File: src/rtl/rtc_pkg.sv
`timescale 1ns/1ps
package rtc_pkg;

    localparam int TIME_REGS = 7;
    localparam int FIELD_W   = $clog2(TIME_REGS);

    typedef enum logic [2:0] {
        FLD_SEC  = 3'd0,
        FLD_MIN  = 3'd1,
        FLD_HOUR = 3'd2,
        FLD_DOW  = 3'd3,
        FLD_DATE = 3'd4,
        FLD_MON  = 3'd5,
        FLD_YEAR = 3'd6,
        FLD_CTRL = 3'd7
    } field_e;

    // Running time, binary fields, hour always in 0..23
    typedef struct packed {
        logic       h12;
        logic [6:0] year;
        logic [6:0] mon;
        logic [6:0] date;
        logic [6:0] dow;
        logic [6:0] hour;
        logic [6:0] min;
        logic [6:0] sec;
    } rtc_time_t;

    localparam rtc_time_t TIME_AT_RESET = '{h12: 1'b0, year: 7'd0, mon: 7'd1,
                                            date: 7'd1, dow: 7'd1, hour: 7'd0,
                                            min: 7'd0, sec: 7'd0};

    function automatic logic [7:0] to_bcd(input logic [6:0] v);
        logic [7:0] w;
        w = {1'b0, v};
        return ((w / 8'd10) << 4) | (w % 8'd10);
    endfunction

    function automatic logic [6:0] from_bcd(input logic [7:0] b);
        return {3'b0, b[7:4]} * 7'd10 + {3'b0, b[3:0]};
    endfunction

    function automatic logic [6:0] month_days(input logic [6:0] mon, input logic [6:0] year);
        case (mon)
            7'd2:                      return (year[1:0] == 2'b00) ? 7'd29 : 7'd28;
            7'd4, 7'd6, 7'd9, 7'd11:   return 7'd30;
            default:                   return 7'd31;
        endcase
    endfunction

    function automatic rtc_time_t step_time(input rtc_time_t t);
        rtc_time_t n;
        n = t;
        if (t.sec >= 7'd59) begin
            n.sec = 7'd0;
            if (t.min >= 7'd59) begin
                n.min = 7'd0;
                if (t.hour >= 7'd23) begin
                    n.hour = 7'd0;
                    n.dow  = (t.dow >= 7'd7) ? 7'd1 : t.dow + 7'd1;
                    if (t.date >= month_days(t.mon, t.year)) begin
                        n.date = 7'd1;
                        if (t.mon >= 7'd12) begin
                            n.mon  = 7'd1;
                            n.year = (t.year >= 7'd99) ? 7'd0 : t.year + 7'd1;
                        end else begin
                            n.mon = t.mon + 7'd1;
                        end
                    end else begin
                        n.date = t.date + 7'd1;
                    end
                end else begin
                    n.hour = t.hour + 7'd1;
                end
            end else begin
                n.min = t.min + 7'd1;
            end
        end else begin
            n.sec = t.sec + 7'd1;
        end
        return n;
    endfunction

    function automatic logic [7:0] hour_byte(input logic [6:0] hour, input logic h12);
        logic [6:0] v;
        if (!h12) return to_bcd(hour);
        v = (hour >= 7'd12) ? hour - 7'd12 : hour;
        if (v == 7'd0) v = 7'd12;
        return 8'h40 | ((hour >= 7'd12) ? 8'h20 : 8'h00) | to_bcd(v);
    endfunction

    function automatic logic [6:0] hour_from_byte(input logic [7:0] d);
        logic [6:0] h;
        if (d[6]) begin
            h = from_bcd({3'b0, d[4:0]});
            if (h == 7'd12) return d[5] ? 7'd12 : 7'd0;
            return d[5] ? h + 7'd12 : h;
        end
        return from_bcd({2'b0, d[5:0]});
    endfunction

    function automatic logic [7:0] field_byte(input logic [2:0] idx, input rtc_time_t t);
        case (field_e'(idx))
            FLD_SEC:  return to_bcd(t.sec);
            FLD_MIN:  return to_bcd(t.min);
            FLD_HOUR: return hour_byte(t.hour, t.h12);
            FLD_DOW:  return to_bcd(t.dow);
            FLD_DATE: return to_bcd(t.date);
            FLD_MON:  return to_bcd(t.mon);
            FLD_YEAR: return to_bcd(t.year);
            default:  return 8'h00;
        endcase
    endfunction

    function automatic rtc_time_t apply_write(input rtc_time_t t, input logic [2:0] idx,
                                              input logic [7:0] d);
        rtc_time_t n;
        n = t;
        case (field_e'(idx))
            FLD_SEC:  n.sec  = from_bcd({1'b0, d[6:0]});
            FLD_MIN:  n.min  = from_bcd({1'b0, d[6:0]});
            FLD_HOUR: begin
                n.hour = hour_from_byte(d);
                n.h12  = d[6];
            end
            FLD_DOW:  n.dow  = {4'b0, d[2:0]};
            FLD_DATE: n.date = from_bcd({2'b0, d[5:0]});
            FLD_MON:  n.mon  = from_bcd({3'b0, d[4:0]});
            FLD_YEAR: n.year = from_bcd(d);
            default:  ;
        endcase
        return n;
    endfunction

endpackage

File: src/rtl/rtc_live_clock.sv
`timescale 1ns/1ps
module rtc_live_clock
    import rtc_pkg::*;
(
    input  logic                clk,
    input  logic                rst,
    input  logic                tick,
    input  logic                wr_en,
    input  logic [FIELD_W-1:0]  wr_field,
    input  logic [7:0]          wr_byte,
    output rtc_time_t           now
);
    rtc_time_t stepped;
    rtc_time_t nxt;

    // A tick in the same cycle is applied first; the written field then overrides
    always_comb begin
        stepped = tick  ? step_time(now) : now;
        nxt     = wr_en ? apply_write(stepped, wr_field, wr_byte) : stepped;
    end

    always_ff @(posedge clk) begin
        if (rst) now <= TIME_AT_RESET;
        else     now <= nxt;
    end
endmodule

File: src/rtl/rtc_snapshot.sv
`timescale 1ns/1ps
module rtc_snapshot
    import rtc_pkg::*;
#(
    parameter int N = TIME_REGS
) (
    input  logic                  clk,
    input  logic                  rst,
    input  logic                  capture,
    input  rtc_time_t             now,
    output logic [N-1:0][7:0]     snap
);
    for (genvar i = 0; i < N; i++) begin : g_shadow
        logic [7:0] q;
        always_ff @(posedge clk) begin
            if (rst)          q <= field_byte(3'(i), TIME_AT_RESET);
            else if (capture) q <= field_byte(3'(i), now);
        end
        assign snap[i] = q;
    end
endmodule

File: src/rtl/rtc_pointer.sv
`timescale 1ns/1ps
module rtc_pointer #(
    parameter int ADDR_W = 6
) (
    input  logic              clk,
    input  logic              rst,
    input  logic              start,
    input  logic              wr,
    input  logic              rd,
    input  logic [ADDR_W-1:0] load_val,
    output logic [ADDR_W-1:0] ptr,
    output logic              addr_phase,
    output logic              data_wr,
    output logic              wrap
);
    logic data_rd;
    logic step;

    assign data_wr = wr && !addr_phase && !start;
    assign data_rd = rd && !start;
    assign step    = data_wr || data_rd;
    assign wrap    = step && (ptr == '1);

    always_ff @(posedge clk) begin
        if (rst) begin
            ptr        <= '0;
            addr_phase <= 1'b0;
        end else if (start) begin
            addr_phase <= 1'b1;
        end else if (wr && addr_phase) begin
            ptr        <= load_val;
            addr_phase <= 1'b0;
        end else if (step) begin
            ptr <= ptr + 1'b1;
        end
    end
endmodule

File: src/rtl/rtc_regbank.sv
`timescale 1ns/1ps
module rtc_regbank
    import rtc_pkg::*;
#(
    parameter int NUM_BYTES = 64
) (
    input  logic       clk,
    input  logic       rst,
    input  logic       sec_tick,
    input  logic       bus_start,
    input  logic       bus_wr,
    input  logic [7:0] bus_wdata,
    input  logic       bus_rd,
    output logic [7:0] bus_rdata
);
    localparam int ADDR_W = $clog2(NUM_BYTES);
    localparam int RAM_N  = NUM_BYTES - TIME_REGS;

    logic [ADDR_W-1:0]        ptr;
    logic                     addr_phase;
    logic                     data_wr;
    logic                     wrap;
    logic                     is_time;
    logic [ADDR_W-1:0]        ram_idx;
    rtc_time_t                live;
    logic [TIME_REGS-1:0][7:0] snap;
    logic [7:0]               ram [RAM_N];

    assign is_time = ptr < ADDR_W'(TIME_REGS);
    assign ram_idx = ptr - ADDR_W'(TIME_REGS);

    rtc_pointer #(.ADDR_W(ADDR_W)) u_ptr (
        .clk        (clk),
        .rst        (rst),
        .start      (bus_start),
        .wr         (bus_wr),
        .rd         (bus_rd),
        .load_val   (bus_wdata[ADDR_W-1:0]),
        .ptr        (ptr),
        .addr_phase (addr_phase),
        .data_wr    (data_wr),
        .wrap       (wrap)
    );

    rtc_live_clock u_clock (
        .clk      (clk),
        .rst      (rst),
        .tick     (sec_tick),
        .wr_en    (data_wr && is_time),
        .wr_field (ptr[FIELD_W-1:0]),
        .wr_byte  (bus_wdata),
        .now      (live)
    );

    rtc_snapshot #(.N(TIME_REGS)) u_snap (
        .clk     (clk),
        .rst     (rst),
        .capture (bus_start || wrap),
        .now     (live),
        .snap    (snap)
    );

    // Control byte and user storage share one array
    always_ff @(posedge clk) begin
        if (rst) begin
            for (int i = 0; i < RAM_N; i++) ram[i] <= 8'h00;
        end else if (data_wr && !is_time) begin
            ram[ram_idx] <= bus_wdata;
        end
    end

    always_comb begin
        if (is_time) bus_rdata = snap[ptr[FIELD_W-1:0]];
        else         bus_rdata = ram[ram_idx];
    end
endmodule

File: config.mk
export PLATFORM = sky130hd
export DESIGN_NAME = rtc_regbank
export DESIGN_NICKNAME = d
export VERILOG_FILES = /design/src/rtl/rtc_pkg.sv /design/src/rtl/rtc_live_clock.sv /design/src/rtl/rtc_snapshot.sv /design/src/rtl/rtc_pointer.sv /design/src/rtl/rtc_regbank.sv
export SDC_FILE = /design/constraint.sdc
export NUM_CORES = 1
export LEC_CHECK = 0
export BUFFER_PORTS_ARGS = -buffer_cell sky130_fd_sc_hd__buf_2
export CORE_ASPECT_RATIO = 1.5
export CORE_MARGIN = 2
export CORE_UTILIZATION = 30
export DETAILED_ROUTE_END_ITERATION = 8
export GPL_TIMING_DRIVEN = 0
export PLACE_DENSITY_LB_ADDON = 0.05
export SLEW_MARGIN = 20
export SYNTH_ARGS = -nofsm -noshare
export SYNTH_HDL_FRONTEND = slang
export SYNTH_SLANG_ARGS = --single-unit
File: constraint.sdc
create_clock -name clk -period 6.42 [get_ports clk]
set_clock_uncertainty 0.2 [all_clocks]
set_input_delay 0.642 -clock clk [delete_from_list [all_inputs] [get_ports clk]]
set_output_delay 0.642 -clock clk [all_outputs]
set_load 0.02 [all_outputs]
==> flow_summary.ini, run 1 <==
[outcome]
run_status = finished, final reports clean

[cts]
cts_tree = built
numCtsBuffers = 69
cts_num_sinks = 625
cts_root_buffer = clkbuf_16
htreeDepth = 3
clk_path_buf_depth = 3
clk_pin_slew_ps = 60
clock_latency_ps = 670

[global_routing]
antenna_found_initial = 1
grt_pass1_vias = 26200
grt_max_degree = 17
grt_pass1_wl_um = 206000
gr-usage-all-layers_pct = 26.8
globalRouteOverflowTotal = 0

[critical_path]
crit_slowest_cell = a31oi_1
cp_slowest_stage_delay_ps = 620
crit_required_ps = 5580
crit_fanout = 11
cp-end-kind = output pin
critPathLaunchType = flop
worstPathCellList = clkbuf_2 -> inv_1 -> clkbuf_2 -> ha_1 -> clkbuf_1 -> nand2_1 -> nor2_1 -> clkbuf_2 -> clkbuf_4 -> clkbuf_2 -> a221oi_1 -> a31oi_1 -> nor4_2 -> a21oi_1 -> buf_2
cpMostUsedCell = clkbuf_2
worstSetupPathType = reg2out
crit_arrival_ps = 5570

[pwr]
p_int_w = 0.00709
comb_power_share_pct = 12.1
p_sw_w = 0.00274
seqPwrFrac_pct = 46.4
leakagePower_nw = 12.4
ir_drop_v = 0.000183
p_clk_share_pct = 41.5
switching_share_pct = 27.9
p_total_w = 0.00982
p_per_area_nw_per_um2 = 267

[floorplan]
floorplan.core_area_um2 = 107000
start_util_pct = 30.2
rows = 147
num_io_pins = 22
die_area_um2 = 111000
die_h_um = 406
die_w_um = 272

[drt]
vias_per_cell = 5.67
num_vias = 26200
wl_per_cell_um = 32.4
drt-pass1-iter-count = 5
drt_iter0_markers = 2104
drc = 0
drtAntennaViolNets = 0
routed_wl_um = 150000

[synth]
synth_compound_area_share_pct = 16.9
ys_ff_latch = 625
synth_simple_gate_area_share_pct = 19.4
post_synth_fa_ha_maj_area_fraction_pct = 2.72
synthMuxAreaShare_pct = 1.47
synth-edff-count = 512
async_flop_share_pct = 0
synth.distinct_cells = 92
ys.flop_type = edfxtp_1
avgSynthCellArea_um2 = 10.6
synth_xor_xnor_area_share_pct = 1.30
syn_inst = 3055
syn_area_um2 = 32400
synthesis.nets = 3138
synth_top_family_by_area = simple AND/OR/NAND/NOR gates
synth_warnings = 0
yosysSeqAreaShare_pct = 54.5

[hold_path]
hold_path.class = in2reg

[sta]
timing.final.crit_period_ps = 6410
maxSlewViolCount = 0
fin_ws_ps = 10.5
worst_slew_pin_slew_ps = 1210
finalHoldViolations = 0
setup_viol = 0
maxSlewHeadroom_pct = 19.3
rsz0062_at_grt = yes
finalCritPeriodShare_pct = 99.8
clock.fmax_mhz = 156

[placed_design]
hpwlAfterDp_um = 110000
dp_slack_ps = -701
io_buffers = 20
gp_congestion = 0.949

[cells_and_area]
final_common_cell = edfxtp_1
fin_nets = 3231
final_cell_mix = edfxtp_1, and2_1, nor2_1
syn_to_final_growth_pct = 13.7
drive_gt1_share_pct = 9.78

[run]
cap_violations = 0
[cell type report]
cell class	instances	area (µm²)
plain buffers	259	1170
repair buffers	22	126
well taps	1415	1770
diodes	3	7.51
clock inverters	27	282
flip-flops and latches	625	17600
clock buffers	97	1930
inverters	52	195
fillers	10900	70300
multi-input cells	2119	13700
[flip-flops by register name (all words and copies together) (netlist names)]
| name | flops |
|---|---|
| u_ptr.addr_phase | 1 |
| u_snap.g_shadow.q | 56 |
| ram | 512 |
| u_ptr.ptr | 6 |
| u_clock.now | 50 |
[Yosys cell counts (8+ instances only)]
cell type,count,area [µm²]
edfxtp_1,512,15400
and2_1,356,2230
nor2_1,253,950
clkbuf_1,221,830
a22oi_1,162,1220
nand2_1,155,582
nor3_1,152,761
o21ai_0,128,641
dfxtp_1,113,2260
a21oi_1,112,561
a31oi_1,75,469
ha_1,67,838
or2_2,64,400
a221oi_1,55,482
nand3_1,55,275
a22o_1,52,455
inv_1,50,188
xnor2_1,35,307
a311oi_1,32,280
a211oi_1,30,225
buf_1,30,113
nand2b_1,28,175
nor2b_1,22,138
nor4_1,20,125
nand4_1,19,119
and3_1,18,113
o211ai_1,16,120
mux2i_1,15,150
xor2_1,13,114
mux2_2,12,135
o22ai_1,12,75.1
or3_1,12,75.1
a211o_1,9,78.8
a21o_1,9,67.6
a221o_1,8,80.1
mux4_2,8,180
nor3b_1,8,60.1
[power by group through the flow]
stage / clock [W] / combinational (W) / sequential, W
2_1_floorplan: 0 / 0.000580 / 0.00461
3_3_place_gp: 0 / 0.00115 / 0.00465
3_5_place_dp: 0 / 0.00116 / 0.00465
4_1_cts: 0.00412 / 0.00118 / 0.00456
5_1_grt: 0.00426 / 0.00124 / 0.00457
6_report: 0.00407 / 0.00119 / 0.00456
[final timing paths]
path | start | to | slack (ps) | cells after the start
setup / recovery | u_ptr.ptr[0] | bus_rdata[3] | 10 | 15
hold / removal | bus_start | u_ptr.addr_phase | 130 | 3
setup reg to reg | u_ptr.ptr[0] | ram[57][2] | 310 | 13
hold reg to reg | u_snap.g_shadow[0].q[0] | u_snap.g_shadow[0].q[0] | 250 | 2
[critical path: cells and delay by family, from the launching register on]
family                     cells  cell delay (ps)
buffers and inverters          8             2690
DFF                            1              360
adders and majority gates      1              330
and+or+nand+nor                3              420
AOI/OAI and AO/OA              3             1080
[metal layers]
metal | wire (µm) | vias up | GRT usage (%)
met4 | 9200 | 2 | 15.2
met3 | 7500 | 300 | 4.50
met1 | 52700 | 13300 | 27.5
met2 | 80200 | 947 | 51.0
li1 | - | 11600 | -
met5 | 13 | - | 0
[through the flow]
stage	setup TNS [ps]	area (µm²)	instances	util [%]	hold slack [ps]
after floorplan	0	32400	3055	-	228
after global placement	-564720	34200	4490	32.0	244
after detailed placement	-26300	34300	4492	32.1	245
after CTS	0	36700	4616	34.3	75.4
after global routing	-75.5	36800	4616	34.4	108
final	0	36800	4619	34.4	126
[timing repair]
action | in CTS | in global routing
gates cloned | 0 | 0
pin swaps | 0 | 1
hold buffers | 0 | 0
setup buffers | 0 | 0
resized for setup | 55 | 39
setup endpoints to repair | 118 | 8
[kinds of logic (layout without fill, tap and decap cells)]
logic type                 count (synthesis)  after routing
and+or+nand+nor                         1192           1192
AOI/OAI and AO/OA                        774            774
DFF                                      625            625
buffers and inverters                    311            457
adders and majority gates                 69             69
xor gates and xnor gates                  48             48
muxes                                     36             36
other                                      0              3
Note: power is estimated with default switching activity, not from simulation.
==> run 2: changes to the inputs <==
==> constraint.sdc (replaced) <==
create_clock -name clk -period 7.7 [get_ports clk]
set_clock_uncertainty 0.2 [all_clocks]
set_input_delay 0.77 -clock clk [delete_from_list [all_inputs] [get_ports clk]]
set_output_delay 0.77 -clock clk [all_outputs]
set_load 0.02 [all_outputs]
==> run 2 against run 1 <==
Effect of this change: total power down 17%; setup slack better by 120 ps; sequential cell count unchanged; combinational power shrank 18%; core utilization is 0.21 points lower.
==> flow_summary.ini, run 2 (synthesis gave the netlist of run 1 again) <==
[outcome]
run_status = finished, final reports clean

[critical_path]
timing.rr.end = ram[57][2]
regToRegStartpoint = u_ptr.ptr[0]
crit_fanout = 11
crit_path_start = u_ptr.ptr[0]
crit_slowest_cell = clkdlybuf4s15_1
crit_family = buffers and inverters
crit_required_ps = 6730
worstPathCellList = clkbuf_1 -> inv_1 -> clkbuf_1 -> ha_1 -> clkbuf_1 -> nor3b_1 -> clkbuf_2 -> clkdlybuf4s15_1 -> a22oi_1 -> a31oi_1 -> nor4_1 -> o21ai_0 -> nor4_1 -> a21oi_1 -> buf_2
cpMostUsedCell = clkbuf_1
crit_arrival_ps = 6600
cp_slowest_stage_delay_ps = 810
worstSetupPathType = reg2out
crit_buf_inv = 7
reg2reg_slack_ps = 760
critPathLaunchType = flop
cp-end-kind = output pin
reg2reg_depth = 13

[placed_design]
io_buffers = 20
gp_congestion = 0.949
hpwlAfterDp_um = 110000
dp_slack_ps = 451

[global_routing]
globalRouteOverflowTotal = 0
antenna_found_initial = 1
grt_max_degree = 20
grt_pass1_wl_um = 206000
gr-usage-all-layers_pct = 26.8
grt_pass1_vias = 26200

[sta]
maxSlewHeadroom_pct = 17.1
finalCritPeriodShare_pct = 98.3
worst_slew_pin_slew_ps = 1240
timing.hold.ws_ps = 240
setup_viol = 0
maxSlewViolCount = 0
clock.fmax_mhz = 132
rsz0062_at_grt = no
timing.final.crit_period_ps = 7570
finalHoldViolations = 0
setup_tns_ps = 0
fin_ws_ps = 132

[floorplan]
die_w_um = 272
floorplan.core_area_um2 = 107000
num_io_pins = 22
die_h_um = 406
start_util_pct = 30.2
die_area_um2 = 111000
rows = 147

[cells_and_area]
top_regs = ram (512), u_snap.g_shadow.q (56), u_clock.now (50)
fin_util_pct = 34.1
fin_nets = 3230
final_common_cell = edfxtp_1
antenna_cells = 0
final_cell_mix = edfxtp_1, and2_1, nor2_1
fill_cells = 10900
syn_to_final_growth_pct = 13.0
drive_gt1_share_pct = 8.78
multi_input_area_um2 = 13500
largest_register_ffs = 512
top_register = ram
seqCellArea_um2 = 17600

[drt]
vias_per_cell = 5.66
drt-pass1-iter-count = 5
drtAntennaViolNets = 0
routed_wl_um = 149000
wl_per_cell_um = 32.3
drc = 0
num_vias = 26100
drt_iter0_markers = 2068

[hold_path]
hold_path.class = in2reg
min_from = bus_start
whs_path_depth = 3
hold_end = u_ptr.addr_phase

[cts]
cts_setup_buffers = 0
htreeDepth = 3
numCtsBuffers = 69
clk_pin_slew_ps = 60
cts_root_buffer = clkbuf_16
cts_tree = built
cts_num_sinks = 625
clock_latency_ps = 670
clk_path_buf_depth = 3

[pwr]
p_per_area_nw_per_um2 = 223
leakagePower_nw = 12.4
ir_drop_v = 0.000154
p_total_w = 0.00817

[run]
cap_violations = 0
-- run 2: repair_timing --
item,in CTS,in global routing
resized for setup,3,16
setup endpoints to repair,4,6
hold buffers,0,0
-- run 2: worst max-delay path by stage --
stage,to,slack (ps),cells after the start
after CTS,bus_rdata[1],2,16
after global placement,bus_rdata[1],-960,16
after floorplan,u_snap.g_shadow[2].q[3],2890,23
after detailed placement,bus_rdata[7],450,16
after global routing,bus_rdata[6],0.9,15
final,bus_rdata[6],130,15
-- run 2: per-stage QoR --
step / instances / area (µm²)
after detailed placement: 4492 / 34300
after global routing: 4615 / 36600
after floorplan: 3055 / 32400
after global placement: 4490 / 34200
after CTS: 4615 / 36500
final: 4615 / 36600
-- run 2: area by class of cell --
| type | instances | share of cell area, % |
|---|---|---|
| inverters | 52 | 0.534 |
| multi-input cells | 2119 | 37.1 |
| clock buffers | 97 | 5.27 |
| plain buffers | 258 | 2.93 |
| well taps | 1415 | 4.84 |
| repair buffers | 22 | 0.346 |
| flip-flops and latches | 625 | 48.2 |
| clock inverters | 27 | 0.770 |
-- run 2: worst register-to-register path, delay by kind of cell (launching register included) --
kind                     cells  cell delay [ps]
flip-flops                   1              360
adder cells (fa/ha/maj)      1              360
AND/OR/NAND/NOR              3             1670
buffers and inverters        9             3960
-- run 2: power breakdown --
group          internal (W)  switching [W]
clock               0.00192        0.00147
combinational      0.000233       0.000740
sequential          0.00375      0.0000547
total               0.00590        0.00227
-- run 2: metal layers --
layer | vias to the layer above | global-route usage, % | wire, µm
met5 | - | 0 | 13
met4 | 2 | 15.1 | 9340
li1 | 11600 | - | -
met3 | 297 | 4.15 | 7420
met1 | 13300 | 27.8 | 52400
met2 | 940 | 50.8 | 80100
==> run 3: changes to the inputs <==
--- a/config.mk
+++ b/config.mk
@@ -9,9 +9,10 @@
 export CORE_ASPECT_RATIO = 1.5
 export CORE_MARGIN = 2
 export CORE_UTILIZATION = 30
+export CTS_CLUSTER_DIAMETER = 100
 export DETAILED_ROUTE_END_ITERATION = 8
 export GPL_TIMING_DRIVEN = 0
-export PLACE_DENSITY_LB_ADDON = 0.05
+export PLACE_DENSITY = 0.54
 export SLEW_MARGIN = 20
 export SYNTH_ARGS = -nofsm -noshare
 export SYNTH_HDL_FRONTEND = slang
==> run 3 against run 2 <==
Effect of this change: the flow now finishes with violations (setup timing); final cell count fell by 0.20%; first-iteration DRC count rose by 38%; global-route usage fell by 3.0 points; setup slack got worse by 220 ps; sequential share of layout area rose by 0.29 points; fmax fell by 2.9%; critical path type unchanged; critical endpoint is now bus_rdata[4]; highest routed layer unchanged.
==> flow_summary.ini, run 3 (synthesis gave the netlist of run 1 again) <==
[floorplan]
num_io_pins = 22
die_area_um2 = 111000
floorplan.core_area_um2 = 107000
die_w_um = 272
start_util_pct = 30.2
rows = 147
die_h_um = 406

[sta]
worst_slew_pin_slew_ps = 1210
clock.fmax_mhz = 128
fin_ws_ps = -90.4
maxSlewHeadroom_pct = 19.5
finalHoldViolations = 0
timing.final.crit_period_ps = 7790
setup_tns_ps = -222
setup_viol = 3
finalCritPeriodShare_pct = 101
rsz0062_at_grt = yes
maxSlewViolCount = 0

[cells_and_area]
top_register = ram
final_cell_mix = edfxtp_1, and2_1, nor2_1
fin_util_pct = 33.9
top_regs = ram (512), u_snap.g_shadow.q (56), u_clock.now (50)
drive_gt1_share_pct = 8.51
fin_nets = 3220
fill_cells = 10900
largest_register_ffs = 512
syn_to_final_growth_pct = 12.3
final_common_cell = edfxtp_1

[global_routing]
globalRouteOverflowTotal = 0
grt_max_degree = 17
antenna_found_initial = 11
grt_pass1_vias = 25800
gr-usage-all-layers_pct = 23.8
grt_pass1_wl_um = 188000

[cts]
clock_latency_ps = 680
clk_pin_slew_ps = 60
clk_path_buf_depth = 3
cts_tree = built
numCtsBuffers = 60
cts_root_buffer = clkbuf_16
cts_num_sinks = 625
htreeDepth = 2

[critical_path]
worstSetupPathType = reg2out
crit_fanout = 11
cp-end-kind = output pin
crit_required_ps = 6730
critPathLaunchType = flop
crit_arrival_ps = 6820

[placed_design]
io_buffers = 20
gp_congestion = 0.970
hpwlAfterDp_um = 97000

[drt]
wl_per_cell_um = 29.2
num_vias = 26200
drt-pass1-iter-count = 6
vias_per_cell = 5.69
drc = 0
drt_iter0_markers = 2855
routed_wl_um = 134000
drtAntennaViolNets = 0

[outcome]
violations = setup timing
run_status = complete, but fails checks

[pwr]
ir_drop_v = 0.000181
leakagePower_nw = 12.3
p_per_area_nw_per_um2 = 215

[run]
cap_violations = 0

[hold_path]
hold_path.class = in2reg
-- run 3: cell count changes in the layout (fill, tap and decap cells not counted), sizes merged --
cell / change
clkbuf: -16
buf: -4
clkinvlp: +1
clkdlybuf4s15: +3
clkinv: +1
diode: +6
-- run 3: through the flow --
stage | cell area (µm²) | power (W) | hold slack, ps | setup WS [ps] | std cells
finish | 36300 | 0.00783 | 185 | -90.4 | 4606
global route | 36300 | 0.00798 | 230 | -34.5 | 4603
CTS | 36300 | 0.00781 | 167 | 2.04 | 4600
detailed placement | 34300 | 0.00479 | 245 | 129 | 4490
global placement | 34200 | 0.00478 | 237 | -266 | 4490
floorplan | 32400 | 0.00433 | 228 | 2890 | 3055
-- run 3: power breakdown --
group          total, W  switching (W)  internal, W
registers       0.00380      0.0000489      0.00375
clock network   0.00308        0.00138      0.00170
logic          0.000950       0.000720     0.000230
total           0.00783        0.00215      0.00568
-- run 3: area by class of cell --
cell class                 instances  area [µm²]  area share (%)
inverter                          52         195           0.537
sequential                       625       17600            48.5
multi-input combinational       2119       13500            37.3
buffer                           259        1080            2.96
clock inverter                    29         308           0.847
timing repair buffer              20         100           0.275
clock buffer                      81        1680            4.64
tap                             1415        1770            4.87
antenna                            6        15.0          0.0413
-- run 3: worst paths after layout --
kind	start	endpoint	depth (start not counted)	slack, ps
max	u_ptr.ptr[0]	bus_rdata[4]	15	-90
max reg2reg	u_ptr.ptr[0]	ram[57][4]	13	850
min reg2reg	u_snap.g_shadow[4].q[1]	u_snap.g_shadow[4].q[1]	2	250
min	bus_start	u_ptr.addr_phase	3	180
-- run 3: critical path, stage by stage (launching register included) --
cell	delay, ps
dfxtp_1	360
clkbuf_1	420
inv_1	200
clkbuf_1	310
ha_1	360
clkbuf_1	350
and3_1	240
clkdlybuf4s15_1	760
buf_1	920
a22oi_1	240
a31oi_1	820
nor4_1	120
o21ai_0	180
nor4_1	90
a21oi_1	470
buf_2	260
-- run 3: what timing repair did --
action                     CTS  global route
hold buffers                 0             0
setup endpoints to repair    7             7
buffers inserted             0             0
resized for setup            7            19
-- run 3: layer usage --
| layer | track usage [%] | vias up | share of wire (%) |
|---|---|---|---|
| li1 | - | 11600 | - |
| met1 | 25.2 | 12900 | 34 |
| met2 | 41.9 | 1243 | 50 |
| met3 | 3.69 | 465 | 6.4 |
| met4 | 19.3 | 6 | 9.3 |
| met5 | 0 | - | 0.028 |
